`src/rtl/bts_pkg.sv`:
```
// Shared types and helpers for the battery test scheduler.
// Assumes nothing beyond IEEE 1800-2017 packages.
package bts_pkg;

    typedef enum logic [1:0] {
        ST_OFF  = 2'd0,
        ST_WAIT = 2'd1,
        ST_LOAD = 2'd2
    } seq_state_t;

    // Larger of two integers, used to size counters.
    function automatic int max2(input int a, input int b);
        return (a > b) ? a : b;
    endfunction

endpackage

```
`src/rtl/bts_sequencer.sv`:
```
// Test sequencer: counts ticks between tests and across the load window.
// Picks the recovery, slow or fast interval. Latches any comparator
// failure seen during the window, and flags the close of each window.
// Assumes tick_i is a single-clock pulse and every interval is >= 1.
module bts_sequencer #(
    parameter int NORMAL_TICKS = 86400,
    parameter int WARN_TICKS   = 5,
    parameter int LOAD_TICKS   = 1,
    parameter int RECOV_TICKS  = 2
) (
    input  logic clk,
    input  logic rst_n,
    input  logic tick_i,
    input  logic pwr_ok_i,
    input  logic below_trip_i,
    input  logic warn_i,
    output logic load_en_o,
    output logic done_o,
    output logic fail_o
);
    import bts_pkg::*;

    localparam int MAXT = max2(max2(NORMAL_TICKS, WARN_TICKS),
                               max2(LOAD_TICKS, RECOV_TICKS));
    localparam int CW   = $clog2(MAXT + 1);

    seq_state_t    state_q;
    logic [CW-1:0] cnt_q;
    logic [CW-1:0] target;
    logic          first_q;
    logic          fail_q;
    logic          win_last;
    logic          wait_last;

    // Interval length for the current wait phase.
    always_comb begin
        if (first_q)     target = CW'(RECOV_TICKS - 1);
        else if (warn_i) target = CW'(WARN_TICKS - 1);
        else             target = CW'(NORMAL_TICKS - 1);
    end

    // Last-tick detection for both phases.
    always_comb begin
        wait_last = (cnt_q == target);
        win_last  = (cnt_q == CW'(LOAD_TICKS - 1));
    end

    // State, tick counter, first-test marker and failure latch.
    always_ff @(posedge clk) begin
        if (!rst_n || !pwr_ok_i) begin
            state_q <= ST_OFF;
            cnt_q   <= '0;
            first_q <= 1'b1;
            fail_q  <= 1'b0;
        end else begin
            case (state_q)
                ST_OFF: begin
                    state_q <= ST_WAIT;
                    cnt_q   <= '0;
                    first_q <= 1'b1;
                    fail_q  <= 1'b0;
                end
                ST_WAIT: begin
                    fail_q <= 1'b0;
                    if (tick_i) begin
                        if (wait_last) begin
                            state_q <= ST_LOAD;
                            cnt_q   <= '0;
                        end else begin
                            cnt_q <= cnt_q + 1'b1;
                        end
                    end
                end
                ST_LOAD: begin
                    if (below_trip_i) fail_q <= 1'b1;
                    if (tick_i) begin
                        if (win_last) begin
                            state_q <= ST_WAIT;
                            cnt_q   <= '0;
                            first_q <= 1'b0;
                        end else begin
                            cnt_q <= cnt_q + 1'b1;
                        end
                    end
                end
                default: state_q <= ST_OFF;
            endcase
        end
    end

    // Window strobe, window-close pulse and the verdict for that close.
    always_comb begin
        load_en_o = (state_q == ST_LOAD);
        done_o    = load_en_o && tick_i && win_last && pwr_ok_i;
        fail_o    = fail_q || below_trip_i;
    end

endmodule

```
`src/rtl/bts_detach_mon.sv`:
```
// Replacement monitor: decides whether the cell was removed for long
// enough to count as a swap. The decision is kept until the next window
// closes or power is lost.
// Assumes DETACH_TICKS >= 1 and that removal is timed with power valid.
module bts_detach_mon #(
    parameter int DETACH_TICKS = 1
) (
    input  logic clk,
    input  logic rst_n,
    input  logic tick_i,
    input  logic pwr_ok_i,
    input  logic present_i,
    input  logic clear_i,
    output logic replaced_o
);
    localparam int DW = $clog2(DETACH_TICKS + 1);

    logic [DW-1:0] cnt_q;
    logic          ok_q;

    // Count consecutive absent ticks and latch a long-enough removal.
    always_ff @(posedge clk) begin
        if (!rst_n || !pwr_ok_i) begin
            cnt_q <= '0;
            ok_q  <= 1'b0;
        end else begin
            if (present_i) begin
                cnt_q <= '0;
            end else if (tick_i && !ok_q) begin
                if (cnt_q == DW'(DETACH_TICKS - 1)) ok_q <= 1'b1;
                else                                cnt_q <= cnt_q + 1'b1;
            end
            if (clear_i) begin
                ok_q  <= 1'b0;
                cnt_q <= '0;
            end
        end
    end

    // A swap counts only once a cell is back in place.
    assign replaced_o = ok_q && present_i;

endmodule

```
`src/rtl/bts_warn_flag.sv`:
```
// Sticky warning register. Updated only at the close of a window:
// set on a failing test, cleared on a passing test after a valid swap.
// Survives power loss; cleared only by reset or a qualifying test.
module bts_warn_flag (
    input  logic clk,
    input  logic rst_n,
    input  logic done_i,
    input  logic fail_i,
    input  logic replaced_i,
    output logic warn_o
);
    // Verdict applied at each window close.
    always_ff @(posedge clk) begin
        if (!rst_n)      warn_o <= 1'b0;
        else if (done_i) warn_o <= fail_i || (warn_o && !replaced_i);
    end

endmodule

```
`src/rtl/batt_test_sched.sv`:
```
// Top of the periodic loaded battery test scheduler. Connects the
// sequencer, the replacement monitor and the warning register, and drives
// the warning as an active-low, open-drain-style level.
// Assumes tick_i is a one-clock pulse; all intervals are in ticks.
module batt_test_sched #(
    parameter int NORMAL_TICKS = 86400,
    parameter int WARN_TICKS   = 5,
    parameter int LOAD_TICKS   = 1,
    parameter int RECOV_TICKS  = 2,
    parameter int DETACH_TICKS = 1
) (
    input  logic clk,
    input  logic rst_n,
    input  logic tick_i,
    input  logic pwr_ok_i,
    input  logic below_trip_i,
    input  logic batt_present_i,
    output logic load_en_o,
    output logic warn_n_o
);
    logic done;
    logic fail;
    logic replaced;
    logic warn;

    bts_sequencer #(
        .NORMAL_TICKS (NORMAL_TICKS),
        .WARN_TICKS   (WARN_TICKS),
        .LOAD_TICKS   (LOAD_TICKS),
        .RECOV_TICKS  (RECOV_TICKS)
    ) u_seq (
        .clk          (clk),
        .rst_n        (rst_n),
        .tick_i       (tick_i),
        .pwr_ok_i     (pwr_ok_i),
        .below_trip_i (below_trip_i),
        .warn_i       (warn),
        .load_en_o    (load_en_o),
        .done_o       (done),
        .fail_o       (fail)
    );

    bts_detach_mon #(
        .DETACH_TICKS (DETACH_TICKS)
    ) u_det (
        .clk        (clk),
        .rst_n      (rst_n),
        .tick_i     (tick_i),
        .pwr_ok_i   (pwr_ok_i),
        .present_i  (batt_present_i),
        .clear_i    (done),
        .replaced_o (replaced)
    );

    bts_warn_flag u_warn (
        .clk        (clk),
        .rst_n      (rst_n),
        .done_i     (done),
        .fail_i     (fail),
        .replaced_i (replaced),
        .warn_o     (warn)
    );

    // Active-low warning level.
    assign warn_n_o = ~warn;

endmodule

```
`config.mk`:
```
export PLATFORM = sky130hd
export DESIGN_NAME = batt_test_sched
export DESIGN_NICKNAME = d
export VERILOG_FILES = /design/src/rtl/bts_pkg.sv /design/src/rtl/bts_sequencer.sv /design/src/rtl/bts_detach_mon.sv /design/src/rtl/bts_warn_flag.sv /design/src/rtl/batt_test_sched.sv
export SDC_FILE = /design/constraint.sdc
export NUM_CORES = 1
export LEC_CHECK = 0
export CORE_MARGIN = 1.5
export CORE_UTILIZATION = 58
export CTS_CLUSTER_DIAMETER = 150
export DETAILED_ROUTE_END_ITERATION = 7
export PLACE_DENSITY = 0.82
export SLEW_MARGIN = 20
export SYNTH_ARGS = -nofsm -noshare
export SYNTH_HDL_FRONTEND = slang
export SYNTH_SLANG_ARGS = --single-unit
```
`constraint.sdc`:
```
create_clock -name clk -period 3.1 [get_ports clk]
set_clock_uncertainty 0.15 [all_clocks]
set_input_delay 0.775 -clock clk [delete_from_list [all_inputs] [get_ports clk]]
set_output_delay 0.775 -clock clk [all_outputs]
set_load 0.02 [all_outputs]
```
==> qor.txt <==
EDFF count, synth: 0
Clk Latency, worst-skew pair: 0.32 ns
Number of detailed-route iterations in the first pass: 4
Number of antenna violations at the first check in global routing: 0
Area of the mapped netlist: 0.001439 sq mm
Detailed placement HPWL: 2.341 mm
Setup_tns: 0 ns
Required time reported for the critical path endpoint: 2.17 ns
Crit path arrival time: 1.77 ns
CTS root buf: clkbuf_4
Minimum setup slack among reg-to-reg paths: 0.56 ns
Leftover overflow at the end of global routing: 0
Worst setup endpoint: load_en_o
All-Layer GR Usage: 25.42%
Instance area after placement: 0.001536 sq mm
Most instantiated library cell after synthesis: dfxtp_1
Largest fanout of any net on the critical path: 8
Number of gates resized after cts: 0
Fraction of final layout cells with drive strength greater than 1: 9.770%
Post-Place Setup Slack: 0.1312 ns
TritonCTS clock tree: yes
Leakage power figure: 0.0006453 uW
Die area: 0.002788 sq mm
Sort of element at the start of the critical path: flip-flop
Max Cap Violations: 0
Transition at the pin with the smallest max-transition slack: 0.6718 ns
Row cnt: 17
Post-CTS Setup Repair Bufs: 0
Hold-fix buffers, CTS: 0
Die H: 52.81 um
RSZ-0062 raised after global routing: false
Kind of capture point of the worst setup path: primary output
Number of storage elements in the synthesis netlist: 23
Share of the core filled with cells: 68.77%
DRT iter0 DRCs: 47
Cells after Synth: 166
Crit Reg-Reg Startpoint: u_seq.cnt_q[1]$_SDFFE_PP0P_
Depth of the CTS H-tree: 1
List of most frequent post-synthesis cells: dfxtp_1 (23), nand2_1 (10), nand3_1 (10)
Vias in the first global route: 1155
Relative slew slack: 55.16%
Period utilisation layout: 86.99%
Largest net degree at the start of global routing: 18
Non-filler cells, final: 202
Maximum clock frequency: 370.8 MHz
Horiz. Die Dim: 52.81 um
Number of nets in the final layout: 187
Synthesis-to-finish area growth: 8.783%
Most area-hungry cell type in the Yosys netlist: dfxtp_1
DRC violation count after routing: 0
Number of buffers inserted by port buffering: 7
Post-Synthesis Net Count: 178
Routability congestion estimate: 0.8760
Flip-flop cell with the highest count after synthesis: dfxtp_1
First-pass GRT wire length: 5.175 mm
Total length of routed wires: 3.247 mm
CTS sink count: 23
Reg-to-reg critical path endpoint: u_seq.cnt_q[6]$_SDFFE_PP0P_
Length in cells of the worst reg-to-reg path: 6
Routed wirelength normalized by instance count: 16.07 um
Synth Area per Inst: 8.668 sq um
Number of buffers added by the clock tree synthesis step: 3
Inst Count DP: 198
Part of the Yosys area used for sequential elements: 32.00%
Power density over cell area: 317.3 mW/mm^2
Via total after detailed routing: 1308
Count of antenna-violating nets left after detailed routing: 0
Maximum buffer depth of the clock tree: 2
Number of pins with negative max-slew slack in the final report: 0
Post-synth ARST share: 0%
Final Hold Violating Endpoints: 0
Detail-routed via count per cell: 6.475
Antenna cells: 0
Yosys Warn Count: 0
Post-synth top area share: 32.00%
Unique masters post-synth: 49
Top cells by area, synth: dfxtp_1 (32%), ha_1 (5.2%), a21o_1 (4.7%)
Setup slack of the critical path after layout: 0.4033 ns
Critical path start-end classification: flip-flop to primary output
Final setup vio count: 0
Cell area after layout: 0.001565 sq mm
Core Footprint: 0.002276 sq mm
Min Clock Period, post-route: 2.697 ns
Startpoint of the worst setup timing path: u_seq.state_q[0]$_SDFFE_PP0P_
Status: complete, no violations
Worst supply voltage drop on vdd: 0.2698 mV
Top-level port count: 8
Effective utilization at floorplan: 63.22%
Clock edge transition at the registers on the reported setup and hold paths: 0.13 ns
Hold Path Class: flip-flop to flip-flop
[state kept, by name (all words and copies together) (netlist names)]
register       flops
u_seq.cnt_q       17
u_seq.state_q      2
u_det.ok_q         1
u_seq.fail_q       1
u_seq.first_q      1
u_warn.warn_o      1
[final cells by class]
cell class / count / area, sq um
Inverter: 9 / 33.78
Tap cell: 28 / 35.03
Multi-Input combinational cell: 127 / 909.6
Sequential cell: 23 / 460.4
Fill cell: 177 / 710.7
Clock buffer: 4 / 26.28
Timing Repair Buffer: 11 / 100.1
[worst max-delay path, stage by stage, from the launching register on]
cell	delay, ns
dfxtp_1	0.36
inv_1	0.08
ha_1	0.34
clkdlybuf4s50_1	0.67
[report_power, final]
group / switching, uW / internal (uW)
clock: 95.3 / 50.5
sequential: 2.64 / 298
combinational: 29.2 / 20.7
total: 127 / 369
[cells by family after synthesis]
family / Yosys count / share of synthesized area, %
muxes: 2 / 1.478
adders and majority gates: 6 / 5.217
buffers and inverters: 16 / 4.956
and+or+nand+nor: 63 / 24.43
xor gates and xnor gates: 4 / 2.435
AOI/OAI and AO/OA: 52 / 29.48
DFF: 23 / 32.00
[metrics by stage]
| step | total power (uW) | hold WS (ns) |
|---|---|---|
| after global routing | 513.9 | 0.3998 |
| after detailed placement | 356.2 | 0.3115 |
| after floorplan | 337.3 | 0.2816 |
| final | 496.6 | 0.3371 |
| after global placement | 354.4 | 0.2966 |
| after CTS | 495.3 | 0.3428 |
[metal layers]
layer | track usage, % | wire length [um]
met5 | 0 | 0
met4 | 5.128 | 25
met3 | 6.000 | 134
met2 | 40.21 | 1500
met1 | 35.09 | 1586
[placed cells by master (no fill, tap or decap), drive strengths merged, types with 5 or more instances in the layout]
| cell type | instances |
|---|---|
| dfxtp | 23 |
| nand2 | 10 |
| nand3 | 10 |
| inv | 9 |
| a21o | 9 |
| nand2b | 9 |
| o21ai | 8 |
| nor2 | 8 |
| a221oi | 7 |
| clkdlybuf4s50 | 7 |
| ha | 6 |
| a22o | 5 |
[how the worst min path moves through the flow]
stage | start | to | slack, ns | cells after the start
floorplan | u_seq.fail_q$_SDFFE_PP0P_ | u_seq.fail_q$_SDFFE_PP0P_ | 0.28 | 2
global placement | u_seq.fail_q$_SDFFE_PP0P_ | u_seq.fail_q$_SDFFE_PP0P_ | 0.30 | 2
detailed placement | u_seq.fail_q$_SDFFE_PP0P_ | u_seq.fail_q$_SDFFE_PP0P_ | 0.31 | 2
CTS | u_seq.fail_q$_SDFFE_PP0P_ | u_seq.fail_q$_SDFFE_PP0P_ | 0.34 | 2
global route | u_seq.fail_q$_SDFFE_PP0P_ | u_seq.fail_q$_SDFFE_PP0P_ | 0.40 | 2
finish | u_seq.fail_q$_SDFFE_PP0P_ | u_seq.fail_q$_SDFFE_PP0P_ | 0.34 | 2
No activity file was read; power rests on OpenSTA's default activity.
